File: src/rtl/credit_link_pkg.sv
package credit_link_pkg;

    typedef enum logic [0:0] {
        CR_DRAINED = 1'b0,
        CR_OPEN    = 1'b1
    } cr_state_e;

endpackage

File: src/rtl/link_delay.sv
module link_delay #(
    parameter int W      = 1,
    parameter int STAGES = 1
) (
    input  logic         clk,
    input  logic         rst_n,
    input  logic [W-1:0] din,
    output logic [W-1:0] dout
);

    generate
        if (STAGES == 0) begin : g_wire
            assign dout = din;
        end else begin : g_regs
            for (genvar s = 0; s < STAGES; s++) begin : g_stage
                logic [W-1:0] q;
                if (s == 0) begin : g_first
                    always_ff @(posedge clk) begin
                        if (!rst_n) q <= '0;
                        else        q <= din;
                    end
                end else begin : g_next
                    always_ff @(posedge clk) begin
                        if (!rst_n) q <= '0;
                        else        q <= g_stage[s-1].q;
                    end
                end
            end
            assign dout = g_stage[STAGES-1].q;
        end
    endgenerate

endmodule

File: src/rtl/credit_tx.sv
module credit_tx
    import credit_link_pkg::*;
#(
    parameter int RX_DEPTH = 4,
    parameter int CNT_W    = $clog2(RX_DEPTH + 1)
) (
    input  logic             clk,
    input  logic             rst_n,
    input  logic [CNT_W-1:0] cfg_limit,
    input  logic             src_valid,
    input  logic             credit_ret,
    output logic             src_ready,
    output logic             fire,
    output logic [CNT_W-1:0] credit_cnt
);

    localparam logic [CNT_W-1:0] DEPTH_C = CNT_W'(RX_DEPTH);

    cr_state_e        state_q, state_d;
    logic [CNT_W-1:0] cnt_q, cnt_d;
    logic [CNT_W-1:0] load_val;

    assign load_val = (cfg_limit > DEPTH_C) ? DEPTH_C : cfg_limit;

    // State register: loads the clamped cap throughout reset
    always_ff @(posedge clk) begin
        if (!rst_n) begin
            cnt_q   <= load_val;
            state_q <= (load_val != '0) ? CR_OPEN : CR_DRAINED;
        end else begin
            cnt_q   <= cnt_d;
            state_q <= state_d;
        end
    end

    // Outputs and next state
    always_comb begin
        src_ready = 1'b0;
        unique case (state_q)
            CR_OPEN:    src_ready = 1'b1;
            CR_DRAINED: src_ready = credit_ret;
            default:    src_ready = 1'b0;
        endcase
        fire = src_valid && src_ready;
        unique case ({credit_ret, fire})
            2'b10:   cnt_d = cnt_q + 1'b1;
            2'b01:   cnt_d = cnt_q - 1'b1;
            default: cnt_d = cnt_q;
        endcase
        state_d = (cnt_d != '0) ? CR_OPEN : CR_DRAINED;
    end

    assign credit_cnt = cnt_q;

endmodule

File: src/rtl/rx_fifo.sv
module rx_fifo #(
    parameter int W     = 8,
    parameter int DEPTH = 4
) (
    input  logic         clk,
    input  logic         rst_n,
    input  logic         wr_valid,
    input  logic [W-1:0] wr_data,
    input  logic         rd_ready,
    output logic         rd_valid,
    output logic [W-1:0] rd_data,
    output logic         pop,
    output logic         overflow
);

    localparam int PTR_W = (DEPTH > 1) ? $clog2(DEPTH) : 1;
    localparam int CNT_W = $clog2(DEPTH + 1);
    localparam logic [PTR_W-1:0] LAST = PTR_W'(DEPTH - 1);

    logic [W-1:0]     mem [DEPTH];
    logic [PTR_W-1:0] wr_ptr, rd_ptr;
    logic [CNT_W-1:0] fill;
    logic             full, push;

    function automatic logic [PTR_W-1:0] step(input logic [PTR_W-1:0] p);
        return (p == LAST) ? '0 : p + 1'b1;
    endfunction

    assign full     = (fill == CNT_W'(DEPTH));
    assign rd_valid = (fill != '0);
    assign rd_data  = mem[rd_ptr];
    assign pop      = rd_valid && rd_ready;
    assign push     = wr_valid && (!full || pop);

    always_ff @(posedge clk) begin
        if (push) mem[wr_ptr] <= wr_data;
    end

    always_ff @(posedge clk) begin
        if (!rst_n) begin
            wr_ptr   <= '0;
            rd_ptr   <= '0;
            fill     <= '0;
            overflow <= 1'b0;
        end else begin
            if (push) wr_ptr <= step(wr_ptr);
            if (pop)  rd_ptr <= step(rd_ptr);
            unique case ({push, pop})
                2'b10:   fill <= fill + 1'b1;
                2'b01:   fill <= fill - 1'b1;
                default: fill <= fill;
            endcase
            if (wr_valid && full && !pop) overflow <= 1'b1;
        end
    end

endmodule

File: src/rtl/credit_link.sv
module credit_link #(
    parameter int DATA_W     = 8,
    parameter int FWD_STAGES = 1,
    parameter int BWD_STAGES = 1,
    parameter int RX_DEPTH   = 4,
    localparam int CNT_W     = $clog2(RX_DEPTH + 1)
) (
    input  logic              clk,
    input  logic              rst_n,
    input  logic [CNT_W-1:0]  cfg_credit_limit,
    input  logic              src_valid,
    output logic              src_ready,
    input  logic [DATA_W-1:0] src_data,
    output logic              snk_valid,
    input  logic              snk_ready,
    output logic [DATA_W-1:0] snk_data,
    output logic              rx_overflow
);

    localparam int LNK_W = DATA_W + 1;

    logic             tx_fire;
    logic [CNT_W-1:0] credit_cnt;
    logic             credit_ret;
    logic             credit_pulse;
    logic [LNK_W-1:0] link_out;

    credit_tx #(.RX_DEPTH(RX_DEPTH), .CNT_W(CNT_W)) u_tx (
        .clk        (clk),
        .rst_n      (rst_n),
        .cfg_limit  (cfg_credit_limit),
        .src_valid  (src_valid),
        .credit_ret (credit_ret),
        .src_ready  (src_ready),
        .fire       (tx_fire),
        .credit_cnt (credit_cnt)
    );

    link_delay #(.W(LNK_W), .STAGES(FWD_STAGES)) u_fwd (
        .clk  (clk),
        .rst_n(rst_n),
        .din  ({tx_fire, src_data}),
        .dout (link_out)
    );

    rx_fifo #(.W(DATA_W), .DEPTH(RX_DEPTH)) u_rx (
        .clk      (clk),
        .rst_n    (rst_n),
        .wr_valid (link_out[LNK_W-1]),
        .wr_data  (link_out[DATA_W-1:0]),
        .rd_ready (snk_ready),
        .rd_valid (snk_valid),
        .rd_data  (snk_data),
        .pop      (credit_pulse),
        .overflow (rx_overflow)
    );

    link_delay #(.W(1), .STAGES(BWD_STAGES)) u_bwd (
        .clk  (clk),
        .rst_n(rst_n),
        .din  (credit_pulse),
        .dout (credit_ret)
    );

endmodule

File: config.mk
export PLATFORM = sky130hd
export DESIGN_NAME = credit_link
export DESIGN_NICKNAME = d
export VERILOG_FILES = /design/src/rtl/credit_link_pkg.sv /design/src/rtl/link_delay.sv /design/src/rtl/credit_tx.sv /design/src/rtl/rx_fifo.sv /design/src/rtl/credit_link.sv
export SDC_FILE = /design/constraint.sdc
export NUM_CORES = 1
export LEC_CHECK = 0
export ABC_AREA = 1
export BUFFER_PORTS_ARGS = -buffer_cell sky130_fd_sc_hd__buf_2
export CAP_MARGIN = 20
export CORE_UTILIZATION = 52
export CTS_CLUSTER_DIAMETER = 200
export DETAILED_ROUTE_END_ITERATION = 8
export PLACE_DENSITY = 0.69
export SETUP_SLACK_MARGIN = 0.3
export SLEW_MARGIN = 15
export SYNTH_ARGS = -nofsm -noshare
export SYNTH_HDL_FRONTEND = slang
export SYNTH_HIERARCHICAL = 1
export SYNTH_SLANG_ARGS = --single-unit
File: constraint.sdc
create_clock -name clk -period 2 [get_ports clk]
set_input_delay 0.2 -clock clk [delete_from_list [all_inputs] [get_ports clk]]
set_output_delay 0.2 -clock clk [all_outputs]
set_load 0.02 [all_outputs]
; ---- Word level (Yosys, flattened, before mapping)
; Memory sizes are Yosys's and may differ from the RTL's. A register that Yosys moved wholly into a read port is not among the register bits.
; Cells that the tools add are included.
[classes]
addsub = 6
order_cmp = 1
n_eq_ne = 7
muxes = 14
n_bitwise = 1
reduce_logical = 12
[op_table]
columns = op, count
row1 = 3-bit case mux with 2 select lines, 2
row2 = 3-bit nonzero test, 3
row3 = 2-bit equality test (second input constant), 4
row4 = 2-bit 2-to-1 mux, 4
row5 = 3-bit by 1-bit adder with 3-bit output (second input constant), 2
row6 = 3-bit 2-to-1 mux, 2
row7 = 3-bit by 1-bit subtractor with 3-bit output (second input constant), 2
row8 = 1-bit logical AND, 5
row9 = 1-bit 2-to-1 mux, 5
row10 = 2-bit by 1-bit adder with 2-bit output (second input constant), 2
row11 = 2-bit by 1-bit equality test with 1-bit output (second input constant), 2
row12 = 3-bit equality test (second input constant), 1
row13 = 3-bit > comparator (second input constant), 1
row14 = 1-bit zero test, 2
row15 = 1-bit case mux with 2 select lines, 1
row16 = 2-bit nonzero test, 1
row17 = 1-bit logical OR, 1
row18 = 1-bit inverter, 1
[totals]
ff_bits = 22
ram_bits = 32
in_bits = 15
out_inout_bits = 11
n_memories = 1
[memory_table]
columns = name, words, word_bits, read_ports, rd_clocked_by_memory_dff, write_ports, line
row1 = u_rx.mem, 4, 8, 1, 1, 1, rx_fifo.sv:20  ; logic [W-1:0] mem [DEPTH];

; ---- Logic depth before layout (Yosys ltp)
[logic_depth]
depth_word = 8
ltp_mapped = 10
mapped_depth_nobuf = 10

; ---- By module
; The synthesis kept the hierarchy.
[modules_own_cells]
columns = mod, instances, cells_each, area_each_um2, seq_area_each_um2
row1 = rx_fifo, 1, 144, 1720.4, 1161.1
row2 = credit_tx, 1, 41, 264.0, 80.1
row3 = link_delay (u_fwd), 1, 28, 259.0, 180.2
row4 = link_delay (u_bwd), 1, 3, 27.5, 20.0

; ---- Worst setup path before layout
; No wires, ideal clock.
[synth_timing]
kind = reg2reg
from = register u_bwd.g_regs.g_stage[0].q (netlist: u_bwd/dout)
to = register u_tx.state_q
setup_time_ns = 0.119
t_arrival_ns = 1.502
path_slack_ns = 0.379
path_stages_with_launch = 10
synth_period_minus_slack_ns = 1.621
path_cell_list = dfxtp_1 -> o21a_1 -> ha_1 -> fa_1 -> nand2_2 -> nand2_2 -> nor2_1 -> nand3_1 -> nand2_1 -> nand2_1
[synth_between]
elab_chain_len = 7
word_cells_on_any_way = 8
[synth_lines]
columns = item, line
row1 = "start, declared", link_delay.sv:16  ; logic [W-1:0] q;
row2 = "start signal, assigned", link_delay.sv:20  ; else q <= din;
row3 = 1-bit case mux with 2 select lines (*), credit_tx.sv:39  ; unique case (state_q)
row4 = 1-bit logical AND (*), credit_tx.sv:44  ; fire = src_valid && src_ready;
row5 = via tx_fire, credit_link.sv:22  ; logic tx_fire;
row6 = 2-bit by 1-bit equality test with 1-bit output or 2-bit equality test (tied branches), credit_tx.sv:45  ; unique case ({credit_ret, fire})
row7 = 3-bit case mux with 2 select lines (*), credit_tx.sv:45
row8 = 3-bit nonzero test (*), credit_tx.sv:50  ; state_d = (cnt_d != '0) ? CR_OPEN : CR_DRAINED;
row9 = 1-bit 2-to-1 mux (*), credit_tx.sv:50
row10 = 1-bit 2-to-1 mux (*), credit_tx.sv:27  ; if (!rst_n) begin
row11 = "end signal, assigned", credit_tx.sv:29  ; state_q <= (load_val != '0) ? CR_OPEN : CR_DRAINED;
row12 = "end signal, assigned", credit_tx.sv:32  ; state_q <= state_d;
row13 = "end, declared", credit_tx.sv:19  ; cr_state_e state_q, state_d;
; The timed path passes the listed nets; every way through them passes the cells marked *.
; A chain may end at the register's enable or synchronous reset.

; ---- Final worst setup path
[layout_timing]
from = register u_rx.fill[1]
to = register u_rx.fill[2]
[layout_between]
elab_chain_len = 6
word_cells_on_any_way = 12
[layout_lines]
columns = item, line
row1 = "start, declared", rx_fifo.sv:22  ; logic [CNT_W-1:0] fill;
row2 = "start signal, assigned", rx_fifo.sv:49  ; 2'b10: fill <= fill + 1'b1;
row3 = "start signal, assigned", rx_fifo.sv:50  ; 2'b01: fill <= fill - 1'b1;
row4 = "start signal, assigned", rx_fifo.sv:51  ; default: fill <= fill;
row5 = 3-bit nonzero test (*), rx_fifo.sv:30  ; assign rd_valid = (fill != '0);
row6 = 1-bit logical AND (*), rx_fifo.sv:32  ; assign pop = rd_valid && rd_ready;
row7 = via credit_pulse, credit_link.sv:25  ; logic credit_pulse;
row8 = 1-bit logical OR, rx_fifo.sv:33  ; assign push = wr_valid && (!full || pop);
row9 = 1-bit logical AND, rx_fifo.sv:33
row10 = 2-bit by 1-bit equality test with 1-bit output or 2-bit equality test (tied branches), rx_fifo.sv:48  ; unique case ({push, pop})
row11 = 3-bit case mux with 2 select lines or 2-bit nonzero test (tied branches), --
; Marks and branches as above.

==> results.yml <==
floorplan:
  die_h_um: 68.1
  start_util: 0.556
  fp.dieW_um: 68.1
  core_region_area_um2: 4090
  io_pins: 26
  num_rows: 23
  die-area_um2: 4640
setup_path:
  critPathArrivalTime_ps: 1860
  cp-start-kind: "flip-flop"
  end_kind: "flip-flop"
  path_class: "flip-flop to flip-flop"
  critPathRequiredTime_ps: 2200
  ff2ff_path_depth: 8
  crit_fanout: 4
power_and_ir_drop:
  power_mw: 3.00
  leakagePower_nw: 1.14
  ir_drop_uv: 701
  p_per_area_nw_per_um2: 1140
routing:
  drc: 0
  finalWirelength_um: 3680
  vias_per_cell: 4.94
  detail-route-antenna-nets: 0
  wire_per_inst_um: 12.1
  drt-initial-drc-count: 133
  firstDrtPassIters: 4
  via_count: 1501
sta:
  rsz0062_at_grt: "yes"
  hold_violations: 0
  relSlewSlack: 0.701
  finalClockSkew_ps: 3.98
  finalCriticalPeriod_ps: 1660
  worst_pin_slew_ps: 449
  finalSetupTns_ps: 0
  period_share: 0.830
  finalWorstSetupSlack_ps: 340
  fmax_mhz: 602
  setup_viol: 0
  slew_viol_final: 0
job:
  max_cap_violations: 0
finish:
  drive_gt1_frac: 0.256
  syn_to_final_growth_pct: 15.3
  fill_cells: 335
  n_antenna_cell: 0
  num-nets-final: 276
synthesis:
  netlist_instances: 216
  synth_edf_count: 32
  synth_area_um2: 2270
  yosysSeqAreaShare: 0.635
  yosysWarningCount: 6
  netlist-cell-type-count: 25
  synth-main-ff-cell: "edfxtp_1"
  synth_nets: 239
  synth-async-reset-ratio: 0
  ys_seq_elements: 56
  avgSynthCellArea_um2: 10.5
cts:
  clock-sinks: 56
  hold_buffers: 0
  root_buffer: "clkbuf_8"
  clk_pin_slew_ps: 90
  cts_tree: "built"
  cts-htree-levels: 2
  clock_path_buffers: 2
  clkLatencyLatePin_ps: 300
  numCtsBuffers: 5
hold_path:
  hold_depth: 3
  hold_class: "input pin to flip-flop"
grt:
  antenna_found_initial: 0
  grt_max_degree: 24
  grt_pass1_vias: 1374
  overflow: 0
  track_usage: 0.175
  grt_pass1_wl_um: 5800
placed_design:
  numPortBuffers: 25
  gp_congestion: 0.759
  dp_hpwl_um: 2450
  pre_cts_slack_ps: 292
status:
  status: "finished, final reports clean"
## flip-flops by register name (all words and copies together) (netlist names), named ones only
signal	flops
u_rx/wr_ptr	2
u_tx/state_q	1
u_rx/rd_ptr	2
u_tx/credit_cnt	3
u_rx/mem	32
u_fwd/dout	9
u_rx/fill	3
u_rx/overflow	1
u_bwd/dout	1
## report_power, final
group	switching (mW)	internal [mW]
clock network	0.340	0.282
logic	0.576	0.366
registers	0.102	1.33
## per-layer routing
metal  global-route usage  up-vias  part of all wire
li1                     -      786                 -
met1                0.182      683              0.42
met2                0.327       26              0.53
met3               0.0467        6             0.035
met4               0.0729        0             0.015
met5                    0        -                 0
## logic make-up after synthesis
family | synth area share
compound gates | 0.0986
fa+ha+maj | 0.0507
buf+inv | 0.0639
flops | 0.635
simple gates | 0.152
## Yosys cell counts, types with 3 or more instances
| library cell | number | share of area |
|---|---|---|
| nor2_1 | 33 | 0.055 |
| edfxtp_1 | 32 | 0.42 |
| inv_1 | 29 | 0.048 |
| nand2_1 | 29 | 0.048 |
| dfxtp_1 | 24 | 0.21 |
| o21ai_0 | 18 | 0.040 |
| o22ai_1 | 8 | 0.022 |
| ha_1 | 6 | 0.033 |
| nand2_2 | 5 | 0.014 |
| inv_2 | 4 | 0.0066 |
| nand3_1 | 4 | 0.0088 |
| o21ai_1 | 4 | 0.0088 |
| a21oi_1 | 3 | 0.0066 |
## final timing paths
path | end | slack (ps) | start
worst max-delay path | u_rx/fill[2]$_SDFFE_PN0P_ | 340 | u_rx/fill[1]$_SDFFE_PN0P_
worst min register to register | u_rx/overflow$_SDFFE_PN0P_ | 480 | u_rx/overflow$_SDFFE_PN0P_
worst max register to register | u_rx/fill[2]$_SDFFE_PN0P_ | 340 | u_rx/fill[1]$_SDFFE_PN0P_
worst min-delay path | u_fwd/dout[7]$_SDFF_PN0_ | 70 | src_data[7]
## through the flow
stage                     instance area (µm²)  cells  utilization  hold WS (ps)
after floorplan                          2270    216            -           293
after global placement                   2470    292        0.604           376
after detailed placement                 2470    292        0.604           383
after CTS                                2570    300        0.628          63.3
after global routing                     2620    304        0.641          61.7
final                                    2620    304        0.641          71.0
## critical path, stage by stage, from the launching register on
cell,delay (ps)
dfxtp_1,400
nor2_4,80
a21oi_4,200
nand2_4,70
fa_1,410
inv_1,70
nand4_1,120
a21oi_1,160
nor2_1,60
## cell type report
type                       count  area [µm²]  area share
clock buffer                   7        86.3      0.0330
clock inverter                 1        7.51     0.00287
inverter                      33         124      0.0473
multi-input combinational    124         707       0.270
sequential                    56        1450       0.552
tap                           50        62.6      0.0239
timing repair buffer          33         185      0.0707
## placed cells by master, fill, tap and decap left out, types with 3 or more instances in the layout
cell      synthesis  layout
nand3_1           4       4
clkbuf_8          0       6
a21oi_1           3       3
buf_4             0       8
o22ai_1           8       8
buf_2             2      25
nor2_1           33      31
ha_1              6       5
dfxtp_2           0       4
o21ai_0          18      18
nand2_2           5       6
nand2_1          29      28
dfxtp_1          24      20
inv_2             4       5
edfxtp_1         32      32
inv_1            29      28
o21ai_1           4       4
## repair_timing
item                       CTS  global route
setup endpoints to repair   10            11
hold endpoints to repair     0             0
pin swaps                    0             8
resized for setup            3             8
buffers inserted             0             4
Power figures use the tool's default switching activity.
